==> config.mk <==
export PLATFORM = sky130hd
export DESIGN_NAME = kbc_cmd_engine
export DESIGN_NICKNAME = d
export VERILOG_FILES = /design/src/rtl/kbc_cmd_engine.sv
export SDC_FILE = /design/constraint.sdc
export NUM_CORES = 1
export LEC_CHECK = 0
export BUFFER_PORTS_ARGS = -buffer_cell sky130_fd_sc_hd__buf_2
export CORE_AREA = 2 2 89 91
export DETAILED_ROUTE_END_ITERATION = 6
export DIE_AREA = 0 0 91 93
export PLACE_DENSITY_LB_ADDON = 0.15
export SLEW_MARGIN = 15
export SYNTH_ARGS = -nofsm -noshare
export SYNTH_HDL_FRONTEND = slang
export SYNTH_SLANG_ARGS = --single-unit
==> constraint.sdc <==
create_clock -name clk -period 2.6 [get_ports clk]
set_input_delay 0.26 -clock clk [delete_from_list [all_inputs] [get_ports clk]]
set_output_delay 0.26 -clock clk [all_outputs]
set_load 0.01 [all_outputs]
==> src/rtl/kbc_cmd_engine.sv <==
module kbc_cmd_engine #(
  parameter logic [7:0] MODE_RST  = 8'h03,
  parameter logic [7:0] STAT_RST  = 8'h18,
  parameter logic [7:0] OUTP_RST  = 8'h03,
  parameter logic [7:0] TEST_PASS = 8'h55
) (
  input  logic       clk,
  input  logic       rst_n,
  input  logic       cmd_we,
  input  logic       data_we,
  input  logic [7:0] wr_byte,
  input  logic       kbd_pend,
  input  logic       aux_pend,
  output logic       resp_valid,
  output logic       resp_aux,
  output logic [7:0] resp_byte,
  output logic       kbd_tx_valid,
  output logic       aux_tx_valid,
  output logic [7:0] tx_byte,
  output logic [7:0] mode_reg,
  output logic [7:0] status_reg,
  output logic [7:0] outport_reg,
  output logic       a20_gate,
  output logic       cpu_reset_req,
  output logic       xlate_en,
  output logic       irq_kbd,
  output logic       irq_aux,
  output logic       bad_cmd
);

  logic [7:0] mode_q, stat_q, outp_q, latch_q;
  logic [7:0] mode_n, stat_n, outp_n, latch_n;
  logic       rv_n, ra_n, ktx_n, atx_n, rst_req_n, bad_n;
  logic [7:0] rb_n, txb_n;

  wire any_pend = kbd_pend | aux_pend;
  wire aux_only = aux_pend & ~kbd_pend;

  assign status_reg  = {stat_q[7:6], aux_only, stat_q[4:1], any_pend};
  assign outport_reg = {outp_q[7:6], aux_only, any_pend, outp_q[3:0]};
  assign mode_reg    = mode_q;
  assign a20_gate    = outp_q[1];
  assign xlate_en    = mode_q[6];
  assign irq_kbd     = kbd_pend & mode_q[0] & ~mode_q[4];
  assign irq_aux     = aux_only & mode_q[1];

  always_comb begin
    mode_n    = mode_q;
    stat_n    = stat_q;
    outp_n    = outp_q;
    latch_n   = latch_q;
    bad_n     = bad_cmd;
    rv_n      = 1'b0;
    ra_n      = 1'b0;
    rb_n      = 8'h00;
    ktx_n     = 1'b0;
    atx_n     = 1'b0;
    txb_n     = 8'h00;
    rst_req_n = 1'b0;
    if (cmd_we) begin
      if (wr_byte[7:4] == 4'hF) begin
        rst_req_n = ~wr_byte[0];
      end else begin
        case (wr_byte)
          8'h20: begin rv_n = 1'b1; rb_n = mode_q; end
          8'h60, 8'hD1, 8'hD2, 8'hD3, 8'hD4: latch_n = wr_byte;
          8'hA7: mode_n[5] = 1'b1;
          8'hA8: mode_n[5] = 1'b0;
          8'hAD: mode_n[4] = 1'b1;
          8'hAE: mode_n[4] = 1'b0;
          8'hAA: begin stat_n[2] = 1'b1; rv_n = 1'b1; rb_n = TEST_PASS; end
          8'hA9, 8'hAB, 8'hC0: begin rv_n = 1'b1; rb_n = 8'h00; end
          8'hD0: begin rv_n = 1'b1; rb_n = outport_reg; end
          8'hDF: outp_n[1] = 1'b1;
          8'hDD: outp_n[1] = 1'b0;
          default: bad_n = 1'b1;
        endcase
      end
    end else if (data_we) begin
      latch_n = 8'h00;
      case (latch_q)
        8'h60: mode_n = wr_byte;
        8'hD1: begin outp_n = wr_byte; rst_req_n = ~wr_byte[0]; end
        8'hD2: begin rv_n = 1'b1; rb_n = wr_byte; end
        8'hD3: begin rv_n = 1'b1; ra_n = 1'b1; rb_n = wr_byte; end
        8'hD4: begin atx_n = 1'b1; txb_n = wr_byte; end
        default: begin ktx_n = 1'b1; txb_n = wr_byte; end
      endcase
    end
  end

  always_ff @(posedge clk) begin
    if (!rst_n) begin
      mode_q        <= MODE_RST;
      stat_q        <= STAT_RST;
      outp_q        <= OUTP_RST;
      latch_q       <= 8'h00;
      bad_cmd       <= 1'b0;
      resp_valid    <= 1'b0;
      resp_aux      <= 1'b0;
      resp_byte     <= 8'h00;
      kbd_tx_valid  <= 1'b0;
      aux_tx_valid  <= 1'b0;
      tx_byte       <= 8'h00;
      cpu_reset_req <= 1'b0;
    end else begin
      mode_q        <= mode_n;
      stat_q        <= stat_n;
      outp_q        <= outp_n;
      latch_q       <= latch_n;
      bad_cmd       <= bad_n;
      resp_valid    <= rv_n;
      resp_aux      <= ra_n;
      resp_byte     <= rb_n;
      kbd_tx_valid  <= ktx_n;
      aux_tx_valid  <= atx_n;
      tx_byte       <= txb_n;
      cpu_reset_req <= rst_req_n;
    end
  end

endmodule

## Word-level counts from Yosys, hierarchy flattened

Cells that the tools add are included.

| storage, ports and cells | value |
|---|---|
| bits in read-only memories | 0 |
| logic and storage cells | 106 |
| bits in writable memories | 0 |
| input bits | 14 |
| memories | 0 |
| output and inout bits | 50 |
| bits in registers | 47 |
| bits in latches | 0 |

| operators by class | value |
|---|---|
| add/subtract/negate cells | 0 |
| shift-type cells | 0 |
| multiply operators | 0 |
| magnitude comparators | 0 |
| div/mod/pow operators | 0 |
| muxes and demuxes | 32 |
| bitwise operators | 13 |
| reductions and logical operators | 18 |
| eq/ne operators | 28 |

Operators with widths:

| kind | count |
|---|---|
| 8-bit == test, second input constant | 19 |
| 8-bit 2-to-1 mux | 8 |
| 8-bit case mux with 3 select lines | 1 |
| 17-bit OR reduction | 1 |
| 8-bit by 7-bit == test with 1-bit output, second input constant | 2 |
| 3-bit AND reduction | 5 |
| 1-bit 2-to-1 mux | 14 |
| 6-bit 2-to-1 mux | 2 |
| 4-bit AND reduction | 3 |
| 5-bit OR reduction | 2 |
| 3-bit by 1-bit inequality test with 1-bit output, second input constant | 3 |
| 8-bit by 6-bit == test with 1-bit output, second input constant | 1 |
| 2-bit 2-to-1 mux | 4 |
| 1-bit NOT | 8 |
| 7-bit OR reduction | 1 |
| 1-bit case mux with 2 select lines | 3 |
| 2-bit nonzero test | 3 |
| 6-bit OR reduction | 1 |
| 1-bit AND | 4 |
| 4-bit == test, second input constant | 1 |
| 3-bit OR reduction | 1 |
| 2-bit by 1-bit inequality test with 1-bit output, second input constant | 1 |
| 2-bit inequality test, second input constant | 1 |
| 2-bit OR reduction | 1 |
| 1-bit OR | 1 |

## Longest topological paths before layout

| logic depth | value |
|---|---|
| depth in word-level cells | 5 |
| depth in mapped cells | 7 |
| gate-level depth less buffers | 5 |

## Worst setup path after synthesis

No wires, ideal clock.

| timing | value |
|---|---|
| kind | register -> register |
| start | register latch_q[0] |
| end | register mode_q[4], in the netlist mode_reg[4] |
| data required time | 2.477 ns |
| path slack | 0.958 ns |
| period minus slack after synthesis | 1.642 ns |
| stages on the path, launching flop included | 6 |
| buffers on the path | 0 |
| setup time | 0.123 ns |
| arrival | 1.519 ns |
| path through | dfxtp_1 -> or3_4 -> nor4_4 -> o21ai_0 -> nand3_1 -> o21ai_1 |

| between the ends | value |
|---|---|
| word-level cells in the longest chain between the ends | 3 |

RTL lines:

| what | line | source |
|---|---|---|
| from (decl) | 31 | `logic [7:0] mode_q, stat_q, outp_q, latch_q;` |
| from (signal assigned) | 110 | `latch_q <= latch_n;` |
| 8-bit by 7-bit == test with 1-bit output | 81 | `case (latch_q)` |
| 2-bit nonzero test (no line) | -- |  |
| 4-bit AND reduction (no line) | -- |  |
| to (signal assigned) | 107 | `mode_q <= mode_n;` |
| to (decl) | 31 |  |

No other way between the ends.
A chain may end at the register's enable or synchronous reset.

## Worst setup path in the final report

| timing | value |
|---|---|
| start | register latch_q[7] |
| end | register outp_q[1] |

| between the ends | value |
|---|---|
| word-level cells in the longest chain between the ends | 3 |

RTL lines:

| what | line | source |
|---|---|---|
| 8-bit == test | 81 |  |
| 2-bit nonzero test (no line) | -- |  |
| 4-bit AND reduction (no line) | -- |  |
| to (signal assigned) | 109 | `outp_q <= outp_n;` |
| to (decl) | 31 |  |

No other way between the ends.

==> impl_results.md <==
- Final hold viol count: 0
- Hold slack: 0.2454 ns
- Final period demand of the worst path: 1.948 ns
- Met3 routed WL: 257 µm
- Clock Skew: 0.003364 ns
- CTS Sinks: 45
- Yosys reg bits: 45
- Via count: 1,795
- Type of the most critical hold path: input pin to register
- Largest net degree at the start of global routing: 43
- Power per cell area: 496.3 nW/µm²
- Slew @ Worst Pin: 0.7865 ns
- Initial Utilization: 29.32%
- Slew headroom: 47.17%
- CTS buffer count: 5
- Cells after Synth: 240
- Status: complete, no violations
- RSZ-0062 raised after global routing: no
- Yosys warns: 0
- Diodes inserted: 0
- CTS root buffer: clkbuf_8
- EDFF count, synth: 0
- Vias in the first global route: 1,725
- Leakage power: 1.081 nW
- Commonest non-fill, non-tap cells in the layout: buf_2 (58), dfxtp_1 (45), mux2i_1 (20)
- Avg Inst Size Synth: 9.196 µm²
- Final wirelength: 5658 µm
- Drt first pass iters: 4
- Worst-Skew Late Latency: 0.29 ns
- Global Route Usage Sum: 14.04%
- Die span in y: 93 µm
- Crit path required time: 2.77 ns
- Post-Syn Area: 2207 µm²
- Synth top area share: 40.82%
- Maximum capacitance violations: 0
- Synth area leaders: dfxtp_1 (41%), mux2i_1 (9.1%), and2_1 (4.3%)
- Critical path data arrival time: 2.12 ns
- M1 wire length: 2808 µm
- CTS tree: yes
- Met2 wire len: 2569 µm
- Leading register cell type out of synthesis: dfxtp_1
- DRC: 0
- Layout cell share with drive strength beyond 1: 26.33%
- Layout area overhead: 15.48%
- Final Setup Violations: 0
- Final ANT Viol Nets: 0
- Top Metal Used: met4
- RePlAce Congestion: 0.7558
- Most common cell after layout, fill and taps aside: buf_2
- Final Slew Violations: 0
- Nets: 295
- Endpoint type of the worst setup path: register
- Die Area: 8463 µm²
- Vias per cell: 4.687
- Max Root-Sink Buffers: 2
- Period utilization: 74.92%
- Crit Path Category: register to register
- Core box area: 7527 µm²
- Initial drt markers: 80
- Library cells used by synthesis: 48
- Post-CTS Hold Fix Bufs: 0
- Setup bufs post-CTS: 0
- IO Pins: 64
- Seq/Total Area, Yosys: 40.82%
- Width of the die: 91 µm
- Post-DP HPWL: 4156 µm
- PostCTS Resize Cnt: 0
- Setup TNS: 0 ns
- Post-synth ARST share: 0%
- Congestion Overflow GR: 0
- Drt wl/cell: 14.77 µm
- Htree depth: 2
- Antenna violations before repair: 0
- Input/output buffers: 58
- CP Max Fanout: 7
- F_max: 513.4 MHz
- Clock Pin Slew Worst Setup and Hold Paths: 0.08 ns
- Synth area leader: dfxtp_1
- First-pass GRT wire length: 9232 µm
- Number of cell rows: 32
- Max VDD drop: 0.1604 mV
- CP startpoint kind: register
==> per-layer routing <==
layer / track usage [%] / up-vias
met5: 0 / -
met1: 18.77 / 833
met3: 3.707 / 2
met4: 5.051 / 0
li1: - / 901
met2: 21.85 / 59
==> synth_stat cells (5+ instances only) <==
cell type  instances
dfxtp_1           45
nor2_1             8
nor3_1             5
clkbuf_1           9
and2_1            15
o21ai_0            6
buf_4             12
nand2_1           19
nand3_1           13
mux2i_1           20
nor2b_1           12
buf_2              5
==> path summary, 6_finish.rpt <==
kind               startpoint  cells after the start      endpoint  slack, ns
setup reg to reg   latch_q[7]                      5     outp_q[1]       0.65
setup / recovery   latch_q[7]                      5     outp_q[1]       0.65
hold / removal          rst_n                      3  aux_tx_valid       0.25
hold reg to reg   mode_reg[5]                      2   mode_reg[5]       0.49
==> logic make-up (layout without fill, tap and decap cells) <==
family	count (synthesis)	count (layout)	synth area share (%)
DFF	45	45	40.82
xor gates and xnor gates	1	1	0.3969
other	2	5	0.3403
and+or+nand+nor	105	105	29.25
muxes	20	20	9.070
buffers and inverters	33	71	9.410
AOI/OAI and AO/OA	34	34	10.71
==> area by class of cell <==
type                            instances  area [µm²]
Clock buffer                            7       86.33
Fill cell                             825        4979
Inverter                                3       11.26
Multi-Input combinational cell        165        1110
Sequential cell                        45       900.9
Tap cell                              102       127.6
Timing Repair Buffer                   61       312.8
==> report_power, final <==
part	total, mW	internal, mW	leakage [nW]	switching (mW)
combinational	0.123	0.0446	0.672	0.0780
sequential	0.703	0.697	0.364	0.00565
clock	0.439	0.211	0.0443	0.228
total	1.26	0.953	1.08	0.312
==> critical path, cell delays in order (launching register included) <==
cell	delay, ns
dfxtp_1	0.42
nand4b_1	0.18
nor3_1	0.32
and4b_1	0.57
mux2i_1	0.24
nand3_1	0.08
==> per-stage QoR <==
step	power (mW)	instance area (µm²)	setup WS [ns]	utilization, %	std cells
2_1_floorplan	0.8157	2218	0.9584	-	243
3_3_place_gp	0.8434	2462	0.5747	32.71	376
3_5_place_dp	0.8431	2462	0.5739	32.71	376
4_1_cts	1.292	2549	0.6352	33.86	383
5_1_grt	1.336	2549	0.4654	33.86	383
6_report	1.265	2549	0.6522	33.86	383
Power figures use the tool's default switching activity.
